==> config.mk <==
export PLATFORM = sky130hd
export DESIGN_NAME = psync_rx
export DESIGN_NICKNAME = d
export VERILOG_FILES = /design/src/rtl/psync_pkg.sv /design/src/rtl/psync_history.sv /design/src/rtl/psync_search.sv /design/src/rtl/psync_err_window.sv /design/src/rtl/psync_err_counter.sv /design/src/rtl/psync_rx.sv
export SDC_FILE = /design/constraint.sdc
export NUM_CORES = 1
export LEC_CHECK = 0
export BUFFER_PORTS_ARGS = -buffer_cell sky130_fd_sc_hd__buf_2
export CORE_ASPECT_RATIO = 0.5
export CORE_MARGIN = 1.5
export CORE_UTILIZATION = 58
export CTS_BUF_LIST = sky130_fd_sc_hd__clkbuf_8 sky130_fd_sc_hd__clkbuf_16
export CTS_CLUSTER_SIZE = 16
export DETAILED_ROUTE_END_ITERATION = 8
export HOLD_SLACK_MARGIN = 0.08
export PLACE_DENSITY = 0.78
export SETUP_SLACK_MARGIN = 0.1
export SLEW_MARGIN = 20
export SYNTH_ARGS = -nofsm -noshare
export SYNTH_HDL_FRONTEND = slang
export SYNTH_SLANG_ARGS = --single-unit
==> constraint.sdc <==
create_clock -name clk -period 7.65 [get_ports clk]
set_clock_uncertainty 0.1 [all_clocks]
set_input_delay 1.53 -clock clk [delete_from_list [all_inputs] [get_ports clk]]
set_output_delay 1.53 -clock clk [all_outputs]
set_load 0.02 [all_outputs]
==> src/rtl/psync_pkg.sv <==
// Shared types for the repetitive pattern receive synchronizer.
// Assumes nothing beyond the defaults of its users.
package psync_pkg;
    typedef enum logic {
        ST_SEARCH = 1'b0,
        ST_LOCKED = 1'b1
    } sync_state_e;
endpackage

==> src/rtl/psync_history.sv <==
// Bit history shift register. Supplies the bit received exactly L enabled
// bits ago and the last L bits including the current one, masked to L.
// Assumes MAX_LEN >= 2 and len_m1 < MAX_LEN.
module psync_history #(
    parameter int MAX_LEN = 32,
    localparam int IDX_W  = $clog2(MAX_LEN)
) (
    input  logic               clk,
    input  logic               rst_n,
    input  logic               bit_en,
    input  logic               bit_in,
    input  logic [IDX_W-1:0]   len_m1,
    input  logic [MAX_LEN-1:0] len_mask,
    output logic               delayed_bit,
    output logic [MAX_LEN-1:0] window_word
);
    logic [MAX_LEN-1:0] hist_q;

    // Shift in each enabled bit; index 0 is the newest stored bit.
    always_ff @(posedge clk) begin
        if (!rst_n) begin
            hist_q <= '0;
        end else if (bit_en) begin
            hist_q <= {hist_q[MAX_LEN-2:0], bit_in};
        end
    end

    // Tap L bits back and form the last-L-bits word.
    always_comb begin
        delayed_bit = hist_q[len_m1];
        window_word = {hist_q[MAX_LEN-2:0], bit_in} & len_mask;
    end
endmodule

==> src/rtl/psync_search.sv <==
// Run counter for the period search. Counts consecutive bits that equal the
// bit one period earlier and signals a hit on the 2L-th match.
// Assumes len_m1 is the period minus one.
module psync_search #(
    parameter int MAX_LEN = 32,
    localparam int IDX_W  = $clog2(MAX_LEN),
    localparam int RUN_W  = $clog2(2 * MAX_LEN + 1)
) (
    input  logic             clk,
    input  logic             rst_n,
    input  logic             searching,
    input  logic             bit_en,
    input  logic             match,
    input  logic [IDX_W-1:0] len_m1,
    output logic             hit
);
    logic [RUN_W-1:0] run_q;
    logic [RUN_W-1:0] run_inc;
    logic [RUN_W-1:0] target;

    // Target run length is twice the period.
    always_comb begin
        target  = (RUN_W'(len_m1) + RUN_W'(1)) << 1;
        run_inc = run_q + RUN_W'(1);
        hit     = searching && bit_en && match && (run_inc == target);
    end

    // Advance on matches, restart on a mismatch, a hit or outside search.
    always_ff @(posedge clk) begin
        if (!rst_n) begin
            run_q <= '0;
        end else if (!searching || hit) begin
            run_q <= '0;
        end else if (bit_en) begin
            run_q <= match ? run_inc : '0;
        end
    end
endmodule

==> src/rtl/psync_err_window.sv <==
// Sliding window of per-bit error flags over the last WIN_LEN locked bits.
// Raises trip when the count including the current bit reaches ERR_LIMIT.
// Assumes clear is held for every cycle spent outside lock.
module psync_err_window #(
    parameter int WIN_LEN   = 64,
    parameter int ERR_LIMIT = 6,
    localparam int SUM_W    = $clog2(WIN_LEN + 1)
) (
    input  logic clk,
    input  logic rst_n,
    input  logic clear,
    input  logic step,
    input  logic err,
    output logic trip
);
    logic [WIN_LEN-1:0] flags_q;
    logic [SUM_W-1:0]   sum_q;
    logic [SUM_W-1:0]   sum_next;

    // Running sum: add the new flag, drop the one leaving the window.
    always_comb begin
        sum_next = sum_q + SUM_W'(err) - SUM_W'(flags_q[WIN_LEN-1]);
        trip     = step && !clear && (sum_next >= SUM_W'(ERR_LIMIT));
    end

    // Hold the flag history and its population count.
    always_ff @(posedge clk) begin
        if (!rst_n || clear) begin
            flags_q <= '0;
            sum_q   <= '0;
        end else if (step) begin
            flags_q <= {flags_q[WIN_LEN-2:0], err};
            sum_q   <= sum_next;
        end
    end
endmodule

==> src/rtl/psync_err_counter.sv <==
// Saturating bit-error counter with a latch that copies the count into a
// holding register and restarts the count in the same edge.
// Assumes inc is at most one per cycle.
module psync_err_counter #(
    parameter int CNT_W = 24
) (
    input  logic             clk,
    input  logic             rst_n,
    input  logic             inc,
    input  logic             latch,
    output logic [CNT_W-1:0] count,
    output logic [CNT_W-1:0] hold
);
    // Count errors, stick at all ones, and hand over on a latch.
    always_ff @(posedge clk) begin
        if (!rst_n) begin
            count <= '0;
            hold  <= '0;
        end else if (latch) begin
            hold  <= count;
            count <= CNT_W'(inc);
        end else if (inc && (count != '1)) begin
            count <= count + CNT_W'(1);
        end
    end
endmodule

==> src/rtl/psync_rx.sv <==
// Repetitive pattern receive synchronizer. Searches for repetition at the
// programmed period, captures the pattern at lock, counts deviations and
// drops lock on an error burst. Assumes pat_len is static while locked.
module psync_rx
    import psync_pkg::*;
#(
    parameter int MAX_LEN   = 32,
    parameter int LEN_W     = 6,
    parameter int CNT_W     = 24,
    parameter int WIN_LEN   = 64,
    parameter int ERR_LIMIT = 6
) (
    input  logic               clk,
    input  logic               rst_n,
    input  logic               bit_en,
    input  logic               bit_in,
    input  logic [LEN_W-1:0]   pat_len,
    input  logic               err_latch,
    output logic               locked,
    output logic               sync_lost,
    output logic [MAX_LEN-1:0] rx_pattern,
    output logic               all_zero,
    output logic               all_one,
    output logic [CNT_W-1:0]   err_count,
    output logic [CNT_W-1:0]   err_hold
);
    localparam int IDX_W = $clog2(MAX_LEN);

    sync_state_e        state_q;
    logic [IDX_W-1:0]   len_m1;
    logic [MAX_LEN-1:0] len_mask;
    logic [MAX_LEN-1:0] cap_q;
    logic [MAX_LEN-1:0] ref_q;
    logic [MAX_LEN-1:0] ref_rot;
    logic [MAX_LEN-1:0] window_word;
    logic               delayed_bit;
    logic               hit;
    logic               trip;
    logic               los_q;
    logic               searching;
    logic               lock_step;
    logic               bit_err;

    // Clamp the programmed period into 1..MAX_LEN and keep it minus one.
    always_comb begin
        if (pat_len == '0) begin
            len_m1 = '0;
        end else if (pat_len > LEN_W'(MAX_LEN)) begin
            len_m1 = IDX_W'(MAX_LEN - 1);
        end else begin
            len_m1 = IDX_W'(pat_len - LEN_W'(1));
        end
    end

    // One mask bit per position below the period.
    for (genvar gi = 0; gi < MAX_LEN; gi++) begin : g_mask
        assign len_mask[gi] = (IDX_W'(gi) <= len_m1);
    end

    // Rotate the reference word by one within the period.
    for (genvar gr = 0; gr < MAX_LEN; gr++) begin : g_rot
        if (gr == 0) begin : g_head
            assign ref_rot[gr] = ref_q[len_m1];
        end else begin : g_body
            assign ref_rot[gr] = ref_q[gr-1] & len_mask[gr];
        end
    end

    // Mode qualifiers and per-bit error against the captured pattern.
    always_comb begin
        searching = (state_q == ST_SEARCH);
        lock_step = (state_q == ST_LOCKED) && bit_en;
        bit_err   = bit_in ^ ref_q[len_m1];
    end

    psync_history #(
        .MAX_LEN(MAX_LEN)
    ) i_history (
        .clk        (clk),
        .rst_n      (rst_n),
        .bit_en     (bit_en),
        .bit_in     (bit_in),
        .len_m1     (len_m1),
        .len_mask   (len_mask),
        .delayed_bit(delayed_bit),
        .window_word(window_word)
    );

    psync_search #(
        .MAX_LEN(MAX_LEN)
    ) i_search (
        .clk      (clk),
        .rst_n    (rst_n),
        .searching(searching),
        .bit_en   (bit_en),
        .match    (bit_in == delayed_bit),
        .len_m1   (len_m1),
        .hit      (hit)
    );

    psync_err_window #(
        .WIN_LEN  (WIN_LEN),
        .ERR_LIMIT(ERR_LIMIT)
    ) i_window (
        .clk  (clk),
        .rst_n(rst_n),
        .clear(searching),
        .step (lock_step),
        .err  (bit_err),
        .trip (trip)
    );

    psync_err_counter #(
        .CNT_W(CNT_W)
    ) i_counter (
        .clk  (clk),
        .rst_n(rst_n),
        .inc  (lock_step && bit_err),
        .latch(err_latch),
        .count(err_count),
        .hold (err_hold)
    );

    // Search/lock state, pattern capture, reference rotation, loss pulse.
    always_ff @(posedge clk) begin
        if (!rst_n) begin
            state_q <= ST_SEARCH;
            cap_q   <= '0;
            ref_q   <= '0;
            los_q   <= 1'b0;
        end else begin
            los_q <= 1'b0;
            case (state_q)
                ST_SEARCH: begin
                    if (hit) begin
                        state_q <= ST_LOCKED;
                        cap_q   <= window_word;
                        ref_q   <= window_word;
                    end
                end
                default: begin
                    if (bit_en) begin
                        ref_q <= ref_rot;
                        if (trip) begin
                            state_q <= ST_SEARCH;
                            los_q   <= 1'b1;
                        end
                    end
                end
            endcase
        end
    end

    // Status outputs derived from the state and the captured word.
    always_comb begin
        locked     = (state_q == ST_LOCKED);
        sync_lost  = los_q;
        rx_pattern = cap_q;
        all_zero   = locked && ((cap_q & len_mask) == '0);
        all_one    = locked && ((cap_q & len_mask) == len_mask);
    end
endmodule


# ---- Yosys cells after proc, flatten, opt, wreduce, memory -nomap -nowiden
# Index checks and enable logic that the tools add are counted.
dict set report op_classes {
  n_addsub 6
  n_lt_le_gt_ge 35
  n_eq_ne 5
  mux 17
  bitwise_logic 36
  n_reduce_logical 22
}
# op n
set op_table {}
lappend op_table {{two-way mux 32 bit} 3}
lappend op_table {{less-or-equal comparator 5 bit, first input constant} 16}
lappend op_table {{bitwise AND 32 bit} 2}
lappend op_table {{less-or-equal comparator 4 x 5 -> 1 bit, first input constant} 8}
lappend op_table {{== test 32 bit} 1}
lappend op_table {{zero test 32 bit} 1}
lappend op_table {{bitwise AND 1 bit} 31}
lappend op_table {{adder 24 x 1 -> 24 bit, second input constant} 1}
lappend op_table {{inequality test 24 bit, second input constant} 1}
lappend op_table {{less-or-equal comparator 3 x 5 -> 1 bit, first input constant} 4}
lappend op_table {{binary-select mux 1 bit (select 5 bit)} 2}
lappend op_table {{less-or-equal comparator 1 x 5 -> 1 bit, first input constant} 2}
lappend op_table {{less-or-equal comparator 2 x 5 -> 1 bit, first input constant} 2}
lappend op_table {{logical AND 1 bit} 10}
lappend op_table {{two-way mux 5 bit} 2}
lappend op_table {{two-way mux 1 bit} 9}
lappend op_table {{adder 7 x 1 -> 7 bit} 1}
lappend op_table {{adder 7 x 1 -> 7 bit, second input constant} 1}
lappend op_table {{== test 7 bit} 1}
lappend op_table {{greater-or-equal comparator 7 x 3 -> 1 bit, second input constant} 1}
lappend op_table {{two-way mux 7 bit} 1}
lappend op_table {{subtractor 7 x 1 -> 7 bit} 1}
lappend op_table {{adder 5 x 1 -> 6 bit, second input constant} 1}
lappend op_table {{> comparator 6 bit, second input constant} 1}
lappend op_table {{13 further kinds} 18}
dict set report totals {
  regBits 224
  wordCells 132
}

# ---- Longest topological paths before layout
# Gate-level depths: netlist (run 1).
dict set report depth {
  ltp_word 13
  mapped_depth 26
}

# ---- Cells and area by module
# Synthesis (run 1) repeated with hierarchy kept, for this count alone.
dict set report unflattened {
  cells_unflattened 1341
  hier_area_um2 11581.1
}
# mod n_inst cells_each area_each_um2
set by_module_without_submodules {}
lappend by_module_without_submodules {psync_rx 1 574 4232.8}
lappend by_module_without_submodules {psync_err_window 1 279 2830.2}
lappend by_module_without_submodules {psync_err_counter 1 225 2162.1}
lappend by_module_without_submodules {psync_history 1 176 1716.6}
lappend by_module_without_submodules {psync_search 1 87 639.4}

# ---- Worst setup path before layout (run 1)
# OpenSTA, ideal clock, no wires.
dict set report synth_timing {
  kind {input to output}
  startpoint {in pat_len[0]}
  endpoint {out all_one}
  arrival_ps 5129
  slack_ps 891
  path_stages 17
  n_path_buf 4
  cell_sequence {clkbuf_1 -> inv_1 -> ha_1 -> clkbuf_1 -> nor2b_1 -> o22ai_1 -> nand2_1 -> buf_2 -> clkbuf_1 -> nand2_1 -> nor2_1 -> ha_1 -> nand2b_1 -> o311ai_0 -> nor4_1 -> nand4_1 -> nor4_1}
}
dict set report synth_via {
  elab_chain_len 7
}
# element line_no
set synth_lines {}
lappend synth_lines {{from (decl)} psync_rx.sv:17} ;# input logic [LEN_W-1:0] pat_len,
lappend synth_lines {{subtractor 5 x 1 -> 5 bit or > comparator 6 bit (tied branches)} {psync_rx.sv:51, psync_rx.sv:48}}
lappend synth_lines {{two-way mux 5 bit} psync_rx.sv:48} ;# end else if (pat_len > LEN_W'(MAX_LEN)) begin
lappend synth_lines {{two-way mux 5 bit (*)} psync_rx.sv:46} ;# if (pat_len == '0) begin
lappend synth_lines {{less-or-equal comparator 1 x 5 -> 1 bit, or another cell as far along} psync_rx.sv:57} ;# assign len_mask[gi] = (IDX_W'(gi) <= len_m1);
lappend synth_lines {{bitwise AND 32 bit} psync_rx.sv:160} ;# all_one = locked && ((cap_q & len_mask) == len_mask);
lappend synth_lines {{== test 32 bit (*)} psync_rx.sv:160}
lappend synth_lines {{logical AND 1 bit (*)} psync_rx.sv:160}
lappend synth_lines {{to (decl)} psync_rx.sv:23} ;# output logic all_one,
# Mark *: on every way between the ends. The rest lies on a longest branch, timed or not.

# ---- Final worst setup path (run 1)
# Ends and elaborated chain as after synthesis.

==> results of run 1 <==
layout by cell type, fill, tap and decap left out, types with 5 or more instances in the layout:
cell,n
nand2_1,124
buf_4,24
xor2_1,7
and3_1,18
o211ai_1,5
nor3_1,12
nand4_1,41
a21boi_0,32
mux2i_1,138
clkbuf_16,20
dfxtp_1,223
xnor2_1,19
a31oi_1,5
inv_1,35
nand3b_1,5
or3_1,16
o22ai_1,9
a211oi_1,10
ha_1,15
nor2_1,112
buf_2,92
o32ai_1,5
a221oi_1,6
nor2b_1,60
mux2_2,30
nand2b_1,12
o21ai_0,67
a22oi_1,5
and2_1,10
nor4_1,6
a21oi_1,38
clkinv_2,6
nand3_1,45
layer usage:
layer	part of all wire, %	up-vias	global-route usage, %
li1	-	4578	-
met1	47	4677	45.2
met2	43	364	49.3
met3	8.2	50	7.36
met4	1.9	2	6.75
met5	0.050	-	0
area by class of cell:
type,count,share of cell area (%)
Clock buffer,24,4.48
Clock inverter,12,0.980
Inverter,35,1.06
Multi-Input combinational cell,917,49.4
Sequential cell,224,36.2
Tap cell,259,2.62
Timing Repair Buffer,117,5.26
sequential cells by signal, indices dropped and copies added (netlist names), 7 cells and up:
name	count
rx_pattern	32
i_search.run_q	7
ref_q	32
i_counter.count	24
i_history.hist_q	32
i_counter.hold	24
i_window.flags_q	64
i_window.sum_q	7
worst max-delay path, stage by stage:
cell and delay [ps]:
buf_2 160, inv_1 90, ha_1 200, or4b_1 570, o21ai_0 390, nand3_1 330
nor2_1 190, buf_4 170, nand3_1 200, inv_1 160, o22ai_1 100, nor4_1 450
nand4_1 160, nor4_1 460, buf_2 250
how the worst max path moves through the flow:
stage,end,slack (ps),depth (start not counted)
floorplan,all_one,890,17
global placement,all_zero,860,13
detailed placement,all_one,730,14
CTS,all_one,710,14
global route,all_one,310,15
finish,all_one,600,15
stage by stage:
| step | utilization, % | cells | setup slack (ps) | power, mW |
|---|---|---|---|---|
| 2_1_floorplan | - | 1258 | 891 | 1.34 |
| 3_3_place_gp | 63.2 | 1552 | 858 | 1.39 |
| 3_5_place_dp | 63.2 | 1552 | 732 | 1.39 |
| 4_1_cts | 66.9 | 1588 | 711 | 2.43 |
| 5_1_grt | 66.9 | 1588 | 307 | 2.49 |
| 6_report | 66.9 | 1588 | 596 | 2.42 |
kinds of logic (layout without fill, tap and decap cells):
logic type	count (synthesis)	count (layout)
AND/OR/NAND/NOR	480	480
flip-flops	224	224
buffers and inverters	117	188
adder cells (fa/ha/maj)	18	18
multiplexers	173	173
AO/OA/AOI/OAI	220	220
XOR/XNOR	26	26
power by group:
group / internal [mW] / switching [mW] / total, mW
Clock: 0.588 / 0.459 / 1.05
Combinational: 0.0689 / 0.135 / 0.204
Sequential: 1.17 / 0.00258 / 1.17
==> reports/results.ini, run 1 <==
[cells_and_area]
final_cell_area_um2 = 12400
ff_latch_area_um2 = 4490
synthToLayoutAreaGrowth_pct = 12.1
fillers = 1496
multi_input_area_um2 = 6120
drive_above_1_share_pct = 15.0
fin_nets = 1342
diodes = 0

[critical_path]
reg2reg_setup_slack_ps = 3670
arrival_ps = 5420
required_ps = 6020
r2r_end = locked
crit_type = input pin to primary output
cp-startpoint = pat_len[0]
start_kind = input pin
r2r-start = ref_q[12]
cp-end-kind = primary output
reg2reg_depth = 18
cp_max_fo = 9

[sta]
fin_crit_ps = 7050
fin_tns_setup_ps = 0
max_slew_margin_pct = 26.9
setup_violations = 0
slew_viol_final = 0
fin_crit_sh_pct = 92.2
whs_ps = 360
worst_pin_slew_ps = 1100
rsz0062_at_grt = no
finalHoldViolCount = 0
maxClockFrequency_mhz = 142

[drt]
wl_um = 31800
vias_per_cell = 6.09
drtIter0Drc = 785
drtAntennaViolNets = 0
wl_per_cell_um = 20.0
vias = 9671
drc = 0
drt_first_pass_iters = 5

[logic_synthesis]
synth_xor_area_share_pct = 2.06
post-synth-top-count-cell = dfxtp_1
synth_adder_area_share_pct = 2.07
netlist_area_um2 = 11100
ys_ff_latch = 224
synth-async-reset-ratio_pct = 0
synth_top_area_share_pct = 40.6
synth-simple-area-share_pct = 21.5
synth.distinct_cells = 71
synth-seq-area-share_pct = 40.6
synth_commonest_cells = dfxtp_1, mux2i_1, nand2_1
synth.avg_cell_area_um2 = 8.78
yosysTopAreaCell = dfxtp_1
synth.top_cells.by_area = dfxtp_1, mux2i_1, nand2_1
ys.flop_type = dfxtp_1
synth_edf_count = 0
syn_inst = 1258
yosys_warnings = 0
syn-num-nets = 1285
muxShareOfSynthArea_pct = 16.5
synth_top_family_by_area = simple AND/OR/NAND/NOR gates
synth_compound_area_share_pct = 13.2

[cts]
cts.sinks = 224
insertion_delay_ps = 510
clockBufferDepth = 3
ctsResizeCount = 0
cts_setup_buffers = 0
cts.reportedPaths.clkPinSlew_ps = 70
cts-htree-levels = 1
tritoncts = done
cts_inserted_buffers = 20
hold_buffers = 0
clock-root-buffer = clkbuf_16

[grt]
grt_overflow = 0
grt_pass1_wl_um = 49500
grt_use_total_pct = 31.8
grt_pass1_vias = 8836
grt_max_degree = 93
antenna_found_initial = 1

[power]
power_density_nw_per_um2 = 195
ir_worst_vdd_v = 0.000173
p_leak_nw = 4.90

[placement]
portBuffers = 94
dp_hpwl_um = 22200
place.gp.congestion = 0.986
place_area_um2 = 11700

[hold_path]
hold_start = i_window.flags_q[0]
hold_end = i_window.flags_q[0]
holdCritPathClass = flop to flop
min_path_cells = 2

[floorplanning]
num_rows = 35
die_w_um = 198
start_util_pct = 59.7
die_y_um = 101
die-area_um2 = 19900
coreArea_um2 = 18500
ioPinCount = 95

[outcome]
status = completed

[flow_run]
drv_cap = 0

Power figures use the tool's default switching activity.
==> inputs of run 2 (changes only) <==
==> constraint.sdc (replaced) <==
create_clock -name clk -period 7.9 [get_ports clk]
set_clock_uncertainty 0.1 [all_clocks]
set_input_delay 0.79 -clock clk [delete_from_list [all_inputs] [get_ports clk]]
set_output_delay 0.79 -clock clk [all_outputs]
set_load 0.02 [all_outputs]
==> run 2 against run 1 <==
Effect of this change:
- hold slack improved by 4.9 ps
- cell count fell by 0.82%
- die area did not move
- core utilization fell by 0.34 points
- first-iteration DRC count rose by 19%
- critical path depth fell by 1
- via count barely moved
- clock power barely moved
- worst setup slack improved by 1300 ps
==> reports/results.ini, run 2 (same netlist as run 1, synthesis figures left out) <==
[outcome]
status = completed

[cts]
cts.sinks = 224
cts-htree-levels = 1
hold_buffers = 0
cts_setup_buffers = 0
tritoncts = done
insertion_delay_ps = 510
cts.reportedPaths.clkPinSlew_ps = 70
cts_inserted_buffers = 20
ctsResizeCount = 0
clock-root-buffer = clkbuf_16
clockBufferDepth = 3

[sta]
max_slew_margin_pct = 33.8
fin_crit_sh_pct = 76.0
fin_crit_ps = 6010
fin_tns_setup_ps = 0
fin_ws_ps = 1890
maxClockFrequency_mhz = 166
finalHoldViolCount = 0
worst_pin_slew_ps = 992
whs_ps = 365
rsz0062_at_grt = no
slew_viol_final = 0
setup_violations = 0

[critical_path]
cp-end-kind = primary output
reg2reg_depth = 18
r2r_end = locked
arrival_ps = 5120
cp_slowest_cell = o22ai_1
r2r-start = ref_q[9]
start_kind = input pin
path_buf_inv = 4
cpLargestDelayFamily = simple AND/OR/NAND/NOR gates
path_cells = buf_2 -> inv_1 -> ha_1 -> nor2b_1 -> o22ai_1 -> nand2_1 -> buf_4 -> nor3_1 -> o21ai_0 -> a222oi_1 -> and4_1 -> nand4_1 -> nor3_1 -> buf_2
cp_max_fo = 15
required_ps = 7010
reg2reg_setup_slack_ps = 3750
max_stage_delay_ps = 650
crit_type = input pin to primary output

[drt]
vias = 9667
drtIter0Drc = 931
wl_per_cell_um = 19.5
drtAntennaViolNets = 0
drt_first_pass_iters = 5
wl_um = 30800
drc = 0
vias_per_cell = 6.14

[power]
swShare_pct = 23.8
internal-power_mw = 1.78
p_clk_share_pct = 43.5
p_sw_mw = 0.557
combPwrFrac_pct = 8.1
ir_worst_vdd_v = 0.000132
power_density_nw_per_um2 = 190
power.share.sequential_pct = 48.4
p_leak_nw = 4.85

[floorplanning]
die-area_um2 = 19900
ioPinCount = 95
coreArea_um2 = 18500
start_util_pct = 59.7
die_w_um = 198
die_y_um = 101
num_rows = 35

[grt]
antenna_found_initial = 0
grt_pass1_vias = 8836
grt_max_degree = 129
grt_pass1_wl_um = 48400
grt_overflow = 0
grt_use_total_pct = 30.6

[cells_and_area]
regMostFlops = i_window.flags_q
fin_nets = 1330
final_common_cell = dfxtp_1
final_cell_mix = dfxtp_1, mux2i_1, nand2_1
diodes = 0
synthToLayoutAreaGrowth_pct = 11.5
drive_above_1_share_pct = 14.0
post-route-util_pct = 66.5
largest_reg_flops = 64

[flow_run]
drv_cap = 0

[placement]
dp_hpwl_um = 21600
portBuffers = 94
place.gp.congestion = 1.06
pre_cts_slack_ps = 1550

[hold_path]
holdCritPathClass = flop to flop
hold_start = i_window.flags_q[0]
hold_end = i_window.flags_q[0]
min_path_cells = 2

==> run 2: cell types whose count changed in the layout (fill, tap and decap cells not counted), sizes merged <==
cell,before,now
buf,117,105
bufinv,2,3
clkbuf,24,23
clkinv,8,4
inv,36,39
==> run 2: per-layer routing <==
| layer | track usage, % | wire length [um] | vias up |
|---|---|---|---|
| met4 | 7.05 | 753 | 0 |
| li1 | - | - | 4563 |
| met1 | 43.4 | 14200 | 4658 |
| met2 | 48.2 | 13300 | 380 |
| met3 | 6.06 | 2500 | 66 |
| met5 | 0 | 0 | - |
==> run 2: cell type report <==
type                       instances  area, um^2
clock buffer                      23         542
clock inverter                    12         143
fill                            1562        6200
inverter                          35         131
multi-input combinational        917        6120
sequential                       224        4490
tap                              259         324
timing repair buffer             105         582
==> run 2: metrics by stage <==
stage               power (mW)  area, um^2  instances
finish                    2.34       12300       1575
global route              2.41       12300       1575
CTS                       2.35       12300       1574
detailed placement        1.34       11600       1539
global placement          1.34       11600       1539
floorplan                 1.30       11100       1258
==> run 2: how the worst max path moves through the flow <==
stage / from / to / slack [ps] / depth (start not counted)
floorplan: pat_len[0] / locked / 2440 / 25
global placement: pat_len[0] / locked / 1740 / 22
detailed placement: pat_len[0] / locked / 1550 / 22
CTS: pat_len[0] / all_one / 2020 / 15
global route: pat_len[0] / locked / 1490 / 23
finish: pat_len[0] / all_zero / 1890 / 14
==> run 2: worst min-delay path, stage by stage (launching register included) <==
cell	delay [ps]
dfxtp_1	310
nand2_1	50
a21oi_1	50
==> run 2: power by group through the flow <==
stage | clock (mW) | combinational [mW] | sequential, mW
floorplan | 0 | 0.138 | 1.16
global placement | 0 | 0.181 | 1.16
detailed placement | 0 | 0.183 | 1.16
CTS | 1.03 | 0.184 | 1.13
global route | 1.08 | 0.201 | 1.13
finish | 1.02 | 0.190 | 1.13
==> inputs of run 3 (changes only) <==
--- a/config.mk
+++ b/config.mk
@@ -5,6 +5,7 @@
 export SDC_FILE = /design/constraint.sdc
 export NUM_CORES = 1
 export LEC_CHECK = 0
+export ABC_AREA = 1
 export BUFFER_PORTS_ARGS = -buffer_cell sky130_fd_sc_hd__buf_2
 export CORE_ASPECT_RATIO = 0.5
 export CORE_MARGIN = 1.5
==> constraint.sdc (replaced) <==
create_clock -name clk -period 5.71 [get_ports clk]
set_clock_uncertainty 0.1 [all_clocks]
set_input_delay 0.571 -clock clk [delete_from_list [all_inputs] [get_ports clk]]
set_output_delay 0.571 -clock clk [all_outputs]
set_load 0.02 [all_outputs]
==> run 3 against run 2 <==
Effect of this change:
- first-iteration DRC count grew 5.5%
- die area grew 1.4%
- power grew 43%
- sequential share of layout area shrank 0.11 points
- largest power group unchanged
- cell count grew 24%
- synthesized cell count grew 31%
- design area grew 0.26%
- register-to-register slack lost 1600 ps
- via count grew 15%
- combinational power grew 81%
- wire length grew 6.5%
==> reports/results.ini, run 3 <==
[outcome]
status = completed

[critical_path]
r2r_end = i_counter.count[14]
crit_type = input pin to primary output
reg2reg_setup_slack_ps = 2150
path_common_cell = nor2_1
cp-end-kind = primary output
cp_slowest_cell = nand2_2
r2r-start = i_counter.count[0]
start_kind = input pin
required_ps = 5040
arrival_ps = 3990
reg2reg_depth = 9
cp_max_fo = 44
max_stage_delay_ps = 600
path_cells = buf_2 -> inv_1 -> ha_1 -> nand3_4 -> nand2_2 -> inv_2 -> ha_1 -> nand2_1 -> nor2_1 -> ha_1 -> a21oi_1 -> o21ai_0 -> nor2_1 -> o2111ai_1 -> nor2_1 -> nand3_1 -> nor2_1 -> buf_2

[grt]
grt_overflow = 0
grt_max_degree = 63
antenna_found_initial = 0
grt_pass1_vias = 10300
grt_pass1_wl_um = 53600
grt_use_total_pct = 33.2

[logic_synthesis]
synth.distinct_cells = 43
yosysTopAreaCell = dfxtp_1
syn_inst = 1642
synth_edf_count = 0
yosys_warnings = 0
ys.flop_type = dfxtp_1
synth.avg_cell_area_um2 = 6.83
synth-async-reset-ratio_pct = 0
synth_commonest_cells = nand2_1, dfxtp_1, nor2_1
post-synth-top-count-cell = nand2_1
syn-num-nets = 1669
synth.top_cells.by_area = dfxtp_1, nand2_1, o21ai_0
synth_top_area_share_pct = 40.0
ys_ff_latch = 224
synth-seq-area-share_pct = 40.0
netlist_area_um2 = 11200

[cells_and_area]
synthToLayoutAreaGrowth_pct = 10.2
regMostFlops = i_window.flags_q
final_common_cell = nand2_1
final_cell_mix = nand2_1, dfxtp_1, nor2_1
diodes = 0
fin_nets = 1704
drive_above_1_share_pct = 9.53
post-route-util_pct = 66.2
largest_reg_flops = 64
fin_cells = 1948
final_cell_area_um2 = 12400

[drt]
vias_per_cell = 5.73
wl_um = 32800
wl_per_cell_um = 16.8
drt_first_pass_iters = 6
vias = 11200
drc = 0
drtIter0Drc = 982
drtAntennaViolNets = 0

[placement]
place.gp.congestion = 1.02
dp_hpwl_um = 22900
place_area_um2 = 11700
dp_cells = 1914
portBuffers = 94

[floorplanning]
die-area_um2 = 20200
coreArea_um2 = 18700
die_y_um = 101
start_util_pct = 60.1
ioPinCount = 95
num_rows = 35
die_w_um = 200

[cts]
cts_setup_buffers = 0
cts.sinks = 224
ctsResizeCount = 0
insertion_delay_ps = 530
clock-root-buffer = clkbuf_16
cts.reportedPaths.clkPinSlew_ps = 70
hold_buffers = 0
cts-htree-levels = 1
cts_inserted_buffers = 20
tritoncts = done
clockBufferDepth = 3

[sta]
finalHoldViolCount = 0
maxClockFrequency_mhz = 214
rsz0062_at_grt = no
slew_viol_final = 0
fin_tns_setup_ps = 0
fin_crit_ps = 4660
setup_violations = 0
fin_crit_sh_pct = 81.7
max_slew_margin_pct = 30.4
whs_ps = 330
worst_pin_slew_ps = 1040

[power]
power_density_nw_per_um2 = 270
ir_worst_vdd_v = 0.000280
p_leak_nw = 5.25

[hold_path]
hold_end = i_history.hist_q[0]
hold_start = bit_in
holdCritPathClass = input pin to flop
min_path_cells = 3

[flow_run]
drv_cap = 0

## run 3: power breakdown
part           leakage (nW)  internal [mW]  switching (mW)
clock                 0.329          0.767           0.623
sequential             1.82           1.59          0.0166
combinational          3.11         0.0928           0.250
total                  5.25           2.45           0.890
## run 3: cell families after synthesis
family                   Yosys count  share of synthesized area, %
buffers and inverters            274                          9.80
adder cells (fa/ha/maj)           16                          1.85
AND/OR/NAND/NOR                  665                          25.1
AO/OA/AOI/OAI                    421                          20.0
flip-flops                       224                          40.0
XOR/XNOR                          42                          3.28
## run 3: through the flow
stage          total power [mW]  setup slack [ps]
2_1_floorplan              1.88              1600
3_3_place_gp               1.97              1150
3_5_place_dp               1.97               993
4_1_cts                    3.34              1150
5_1_grt                    3.45               729
6_report                   3.34              1050
## run 3: final cells by class
type                            instances  area, um^2
Clock buffer                           26         583
Fill cell                            1737        6300
Clock inverter                          8        78.8
Tap cell                              259         324
Timing Repair Buffer                  108         576
Inverter                              179         672
Multi-Input combinational cell       1144        5640
Sequential cell                       224        4480
## run 3: worst max path at each step
| stage | start | endpoint | slack, ps | cells after the start |
|---|---|---|---|---|
| after floorplan | pat_len[0] | locked | 1600 | 26 |
| after global routing | pat_len[0] | all_one | 730 | 14 |
| after CTS | pat_len[0] | all_one | 1150 | 14 |
| after global placement | pat_len[0] | ref_q[12] | 1150 | 20 |
| after detailed placement | pat_len[0] | ref_q[20] | 990 | 20 |
| final | pat_len[0] | all_one | 1050 | 18 |
## run 3: worst max-delay path: cells and delay by family
kind / cells / cell delay [ps]
adder cells (fa/ha/maj): 3 / 720
buffers and inverters: 4 / 570
AO/OA/AOI/OAI: 3 / 620
AND/OR/NAND/NOR: 8 / 1480
## run 3: per-layer routing
layer  GRT usage [%]  share of wire (%)  up-vias
met1            45.4                 44     5165
li1                -                  -     5456
met5               0                  0        -
met2            52.5                 44      465
met3            7.33                9.3       71
met4            10.6                2.7        0
